===== config.mk =====
export PLATFORM = sky130hd
export DESIGN_NAME = decade_split_counter
export DESIGN_NICKNAME = d
export VERILOG_FILES = /design/src/rtl/dsc_pkg.sv /design/src/rtl/dsc_fall_det.sv /design/src/rtl/dsc_toggle.sv /design/src/rtl/dsc_quinary.sv /design/src/rtl/decade_split_counter.sv
export SDC_FILE = /design/constraint.sdc
export NUM_CORES = 1
export LEC_CHECK = 0
export BUFFER_PORTS_ARGS = -buffer_cell sky130_fd_sc_hd__buf_2
export CORE_AREA = 2 2 39 41
export DETAILED_ROUTE_END_ITERATION = 10
export DIE_AREA = 0 0 41 43
export GPL_TIMING_DRIVEN = 0
export PLACE_DENSITY = 0.62
export SYNTH_ARGS = -nofsm -noshare
export SYNTH_HDL_FRONTEND = slang
export SYNTH_SLANG_ARGS = --single-unit
export TNS_END_PERCENT = 100

===== constraint.sdc =====
create_clock -name clk -period 2.8 [get_ports clk]
set_clock_uncertainty 0.2 [all_clocks]
set_input_delay 0.14 -clock clk [delete_from_list [all_inputs] [get_ports clk]]
set_output_delay 0.14 -clock clk [all_outputs]
set_load 0.005 [all_outputs]

===== src/rtl/dsc_pkg.sv =====
`timescale 1ns/1ps
package dsc_pkg;
  localparam int unsigned QN_MOD = 5;
  localparam int unsigned QN_W   = $clog2(QN_MOD);
  localparam int unsigned OUT_W  = QN_W + 1;
  localparam logic [OUT_W-1:0] LOAD_VAL = OUT_W'(9);

  typedef enum logic [1:0] {
    LINK_NONE = 2'b00,
    LINK_DEC  = 2'b01,
    LINK_SYM  = 2'b10,
    LINK_ALT  = 2'b11
  } link_e;

  function automatic logic [QN_W-1:0] quin_next(input logic [QN_W-1:0] v);
    if (v >= QN_W'(QN_MOD - 1)) return '0;
    return v + 1'b1;
  endfunction

  function automatic logic [OUT_W-1:0] join_out(input logic lo, input logic [QN_W-1:0] hi);
    return {hi, lo};
  endfunction
endpackage


===== src/rtl/dsc_fall_det.sv =====
`timescale 1ns/1ps
module dsc_fall_det #(
  parameter int unsigned N = 2
) (
  input  logic         clk,
  input  logic         rst_n,
  input  logic [N-1:0] lvl,
  output logic [N-1:0] fall
);
  for (genvar g = 0; g < N; g++) begin : g_line
    logic prev_q;
    always_ff @(posedge clk or negedge rst_n) begin
      if (!rst_n) prev_q <= 1'b0;
      else        prev_q <= lvl[g];
    end
    assign fall[g] = prev_q & ~lvl[g];
  end
endmodule


===== src/rtl/dsc_toggle.sv =====
`timescale 1ns/1ps
module dsc_toggle (
  input  logic clk,
  input  logic rst_n,
  input  logic load_en,
  input  logic load_val,
  input  logic step,
  output logic q
);
  always_ff @(posedge clk or negedge rst_n) begin
    if (!rst_n)       q <= 1'b0;
    else if (load_en) q <= load_val;
    else if (step)    q <= ~q;
  end
endmodule


===== src/rtl/dsc_quinary.sv =====
`timescale 1ns/1ps
module dsc_quinary
  import dsc_pkg::*;
(
  input  logic            clk,
  input  logic            rst_n,
  input  logic            load_en,
  input  logic [QN_W-1:0] load_val,
  input  logic            step,
  output logic [QN_W-1:0] q
);
  always_ff @(posedge clk or negedge rst_n) begin
    if (!rst_n)       q <= '0;
    else if (load_en) q <= load_val;
    else if (step)    q <= quin_next(q);
  end
endmodule


===== src/rtl/decade_split_counter.sv =====
`timescale 1ns/1ps
module decade_split_counter
  import dsc_pkg::*;
(
  input  logic             clk,
  input  logic             rst_n,
  input  logic             cnt_a_in,
  input  logic             cnt_b_in,
  input  logic             clr_a,
  input  logic             clr_b,
  input  logic             pre_a,
  input  logic             pre_b,
  input  logic [1:0]       link_mode,
  output logic [OUT_W-1:0] cnt_out
);
  link_e           lm;
  logic            pre_all, clr_all, hold_all;
  logic            is_dec, is_sym;
  logic [1:0]      ext_fall;
  logic            a_tick, b_tick;
  logic            a_q;
  logic [QN_W-1:0] b_q;
  logic            link_to_b_q, link_to_a_q;
  logic            a_load;
  logic [QN_W-1:0] b_load;

  assign lm       = link_e'(link_mode);
  assign pre_all  = pre_a & pre_b;
  assign clr_all  = clr_a & clr_b;
  assign hold_all = pre_all | clr_all;
  assign is_dec   = (lm == LINK_DEC);
  assign is_sym   = (lm == LINK_SYM);

  dsc_fall_det #(.N(2)) u_fall (
    .clk(clk), .rst_n(rst_n), .lvl({cnt_b_in, cnt_a_in}), .fall(ext_fall)
  );

  // step sources, chosen by the link setting; overrides block every step
  assign a_tick = ~hold_all & (is_sym ? link_to_a_q : ext_fall[0]);
  assign b_tick = ~hold_all & (is_dec ? link_to_b_q : ext_fall[1]);

  // a section's output about to fall is turned into a step one clock later
  always_ff @(posedge clk or negedge rst_n) begin
    if (!rst_n) begin
      link_to_b_q <= 1'b0;
      link_to_a_q <= 1'b0;
    end else begin
      link_to_b_q <= a_tick & a_q;
      link_to_a_q <= b_tick & b_q[QN_W-1];
    end
  end

  assign a_load = pre_all ? LOAD_VAL[0] : 1'b0;
  assign b_load = pre_all ? LOAD_VAL[OUT_W-1:1] : '0;

  dsc_toggle u_lo (
    .clk(clk), .rst_n(rst_n), .load_en(hold_all), .load_val(a_load),
    .step(a_tick), .q(a_q)
  );

  dsc_quinary u_hi (
    .clk(clk), .rst_n(rst_n), .load_en(hold_all), .load_val(b_load),
    .step(b_tick), .q(b_q)
  );

  // overrides act on the output at once, without waiting for the clock
  always_comb begin
    if (pre_all)      cnt_out = LOAD_VAL;
    else if (clr_all) cnt_out = '0;
    else              cnt_out = join_out(a_q, b_q);
  end
endmodule


==> impl_metrics.toml <==
[route]
vias_per_cell = 4.35
drt_wl_total_um = 725
dr_total_vias = 348
first_pass_iters = 4
wire_per_inst_um = 9.06
drc = 0
ant_nets = 0
drtIter0Drc = 4

[worst_setup_path]
rrSetupSlack_ns = 1.32
crit_fanout = 2
setup.worst_path.start = "pre_b"
endpoint_kind = "flip-flop"
critPathRequiredTime_ns = 2.77
setup.worst_path.start_class = "input port"
r2r_start = "u_hi.q[0]$_DFFE_PN0P_"
arrival_ns = 1.66
path_class = "in -> reg"

[global_routing]
grt_pass1_wl_um = 1270
overflow = 0
grtUsageMet2_pct = 13.1
grt_max_degree = 9
use_met3_pct = 0.524
grt_pass1_vias = 347
antenna_found_initial = 0
use_met1_pct = 15.6
top_usage_layer = "met1"
grt_usage_pct = 10.6

[synth]
synth.ff_latch_count = 8
syn_nets = 55
syn-mean-instance-area_um2 = 9.60
yosys_warnings = 0
ys_seq_area_share_pct = 48.5
ys_types = 19
synthCells = 43
synth_area_um2 = 413

[cells_and_area]
syn2layout_area_growth_pct = 38.2
fill_cells = 148
multi_input_area_um2 = 205
fin_nets = 78
drive_gt1_share_pct = 29.7
regArea_um2 = 200
layoutNonFillerInstCount = 80
num_antenna_cells = 0

[floorplan]
die_x_um = 41
core_um2 = 1380
dieArea_um2 = 1760
start_util_pct = 29.8
rows = 14
ioPinCount = 14
dieHeight_um = 43

[sta]
fmax_ghz = 0.595
period_share_pct = 60.1
slew_violations = 0
report.final.hold_viol_count = 0
setup_tns_ns = 0
hold_ws_ns = 0.0207
finalSetupViolations = 0
rsz0062_at_grt = "false"
finalCriticalPeriod_ns = 1.68
tightest_slew_ns = 0.358
relSlewSlack_pct = 75.7

[cts]
insertion_delay_ns = 0.24
cts.sinks = 8
cts_max_level = 1
cts_made_buffers = 3
tritoncts = "built"
clkTransAtPathRegs_ns = 0.05
ctsResizeCount = 0
cts.path.max_buffers = 2
cts_root_buf = "clkbuf_4"

[place]
dp_hpwl_um = 540
place_congestion = 0.719
dp_cells = 72
port_buffers = 13

[power]
p_per_area_nw_per_um2 = 452
ir_drop_v = 0.000163
cellLeakagePower_uw = 0.000284

[outcome]
status = "complete, no violations"

[hold_path]
hold_class = "in -> reg"
hp-start = "pre_a"

[run]
max-cap-violations = 0
[flip-flops by register name (all words and copies together), names as in the netlist]
signal,cells
u_hi.q,3
u_lo.q,1
u_fall.g_line.prev_q,2
link_to_b_q,1
link_to_a_q,1
[what timing repair did]
item / in CTS / in global routing
hold buffers: 5 / 0
hold endpoints to repair: 11 / 0
setup endpoints to repair: 0 / 0
buffers inserted: 0 / 0
[cells by family after synthesis]
family / count (synthesis) / share of synthesized area [%]
AND/OR/NAND/NOR: 25 / 32.1
flip-flops: 8 / 48.5
AO/OA/AOI/OAI: 4 / 5.45
buffers and inverters: 2 / 1.82
multiplexers: 2 / 6.06
adder cells (fa/ha/maj): 2 / 6.06
[through the flow]
step                      setup slack [ns]  util, %  instance area (um^2)  total power (uW)
after floorplan                       1.40        -                   413               153
after global placement                1.34     36.0                   498               171
after detailed placement              1.31     36.0                   498               172
after CTS                             1.13     41.2                   571               262
after global routing                 0.980     41.2                   571               277
final                                 1.12     41.2                   571               258
[cell usage in the layout (no fill, tap or decap)]
| cell type | netlist | routed |
|---|---|---|
| buf_2 | 0 | 13 |
| nand2_1 | 10 | 10 |
| dfrtp_1 | 8 | 8 |
| dlygate4sd3_1 | 0 | 5 |
| nor2_1 | 3 | 3 |
| a21oi_1 | 3 | 3 |
| clkbuf_4 | 0 | 3 |
| inv_1 | 2 | 2 |
| nor2b_1 | 2 | 2 |
| nand3_1 | 2 | 2 |
| ha_1 | 2 | 2 |
| and2_1 | 1 | 1 |
| or2b_1 | 1 | 1 |
| mux2_2 | 1 | 1 |
| and3_1 | 1 | 1 |
| nand2b_2 | 1 | 1 |
| mux2i_2 | 1 | 1 |
| or3b_1 | 1 | 1 |
| or3_1 | 1 | 1 |
| nand3b_1 | 1 | 1 |
| o211ai_1 | 1 | 1 |
| or4b_1 | 1 | 1 |
[Yosys cell counts]
| master | n | area, um^2 |
|---|---|---|
| nand3b_1 | 1 | 7.51 |
| or3_1 | 1 | 6.26 |
| ha_1 | 2 | 25.0 |
| nor2_1 | 3 | 11.3 |
| and3_1 | 1 | 6.26 |
| dfrtp_1 | 8 | 200 |
| nor2b_1 | 2 | 12.5 |
| nand3_1 | 2 | 10.0 |
| a21oi_1 | 3 | 15.0 |
| inv_1 | 2 | 7.51 |
| nand2_1 | 10 | 37.5 |
| or2b_1 | 1 | 7.51 |
| o211ai_1 | 1 | 7.51 |
| and2_1 | 1 | 6.26 |
| nand2b_2 | 1 | 8.76 |
| or4b_1 | 1 | 10.0 |
| or3b_1 | 1 | 8.76 |
| mux2i_2 | 1 | 13.8 |
| mux2_2 | 1 | 11.3 |
[where the power goes]
group          leakage [uW]  internal (uW)  switching (uW)  total, uW
logic              0.000168           24.4            20.7       45.1
clock network     0.0000138           48.7            34.5       83.2
registers          0.000102            124            5.75        130
total              0.000284            197            61.0        258
[worst paths after layout]
check / to / cells past startpoint
max: link_to_a_q$_DFF_PN0_ / 6
min: u_hi.q[2]$_DFFE_PN0P_ / 3
max reg2reg: u_hi.q[1]$_DFFE_PN0P_ / 4
min reg2reg: link_to_b_q$_DFF_PN0_ / 1
max in group asynchronous: u_fall.g_line[0].prev_q$_DFF_PN0_ / 2
min in group asynchronous: u_hi.q[1]$_DFFE_PN0P_ / 2
[worst max-delay path, cell delays in order]
cell	delay, ns
dlygate4sd3_1	0.53
buf_2	0.13
a21oi_1	0.16
dlygate4sd3_1	0.57
nand2_1	0.05
nor2_1	0.08
[area by class of cell]
type                       count  share of cell area [%]
timing repair buffer          18                    20.2
tap                           16                    3.51
multi-input combinational     33                    36.0
sequential                     8                    35.1
clock buffer                   3                    3.95
inverter                       2                    1.32
[layer usage]
| layer | wire length (um) | vias up |
|---|---|---|
| met4 | 0 | 0 |
| li1 | - | 189 |
| met5 | 0 | - |
| met2 | 313 | 11 |
| met1 | 364 | 148 |
| met3 | 46 | 0 |
No activity file was read; power rests on OpenSTA's default activity.
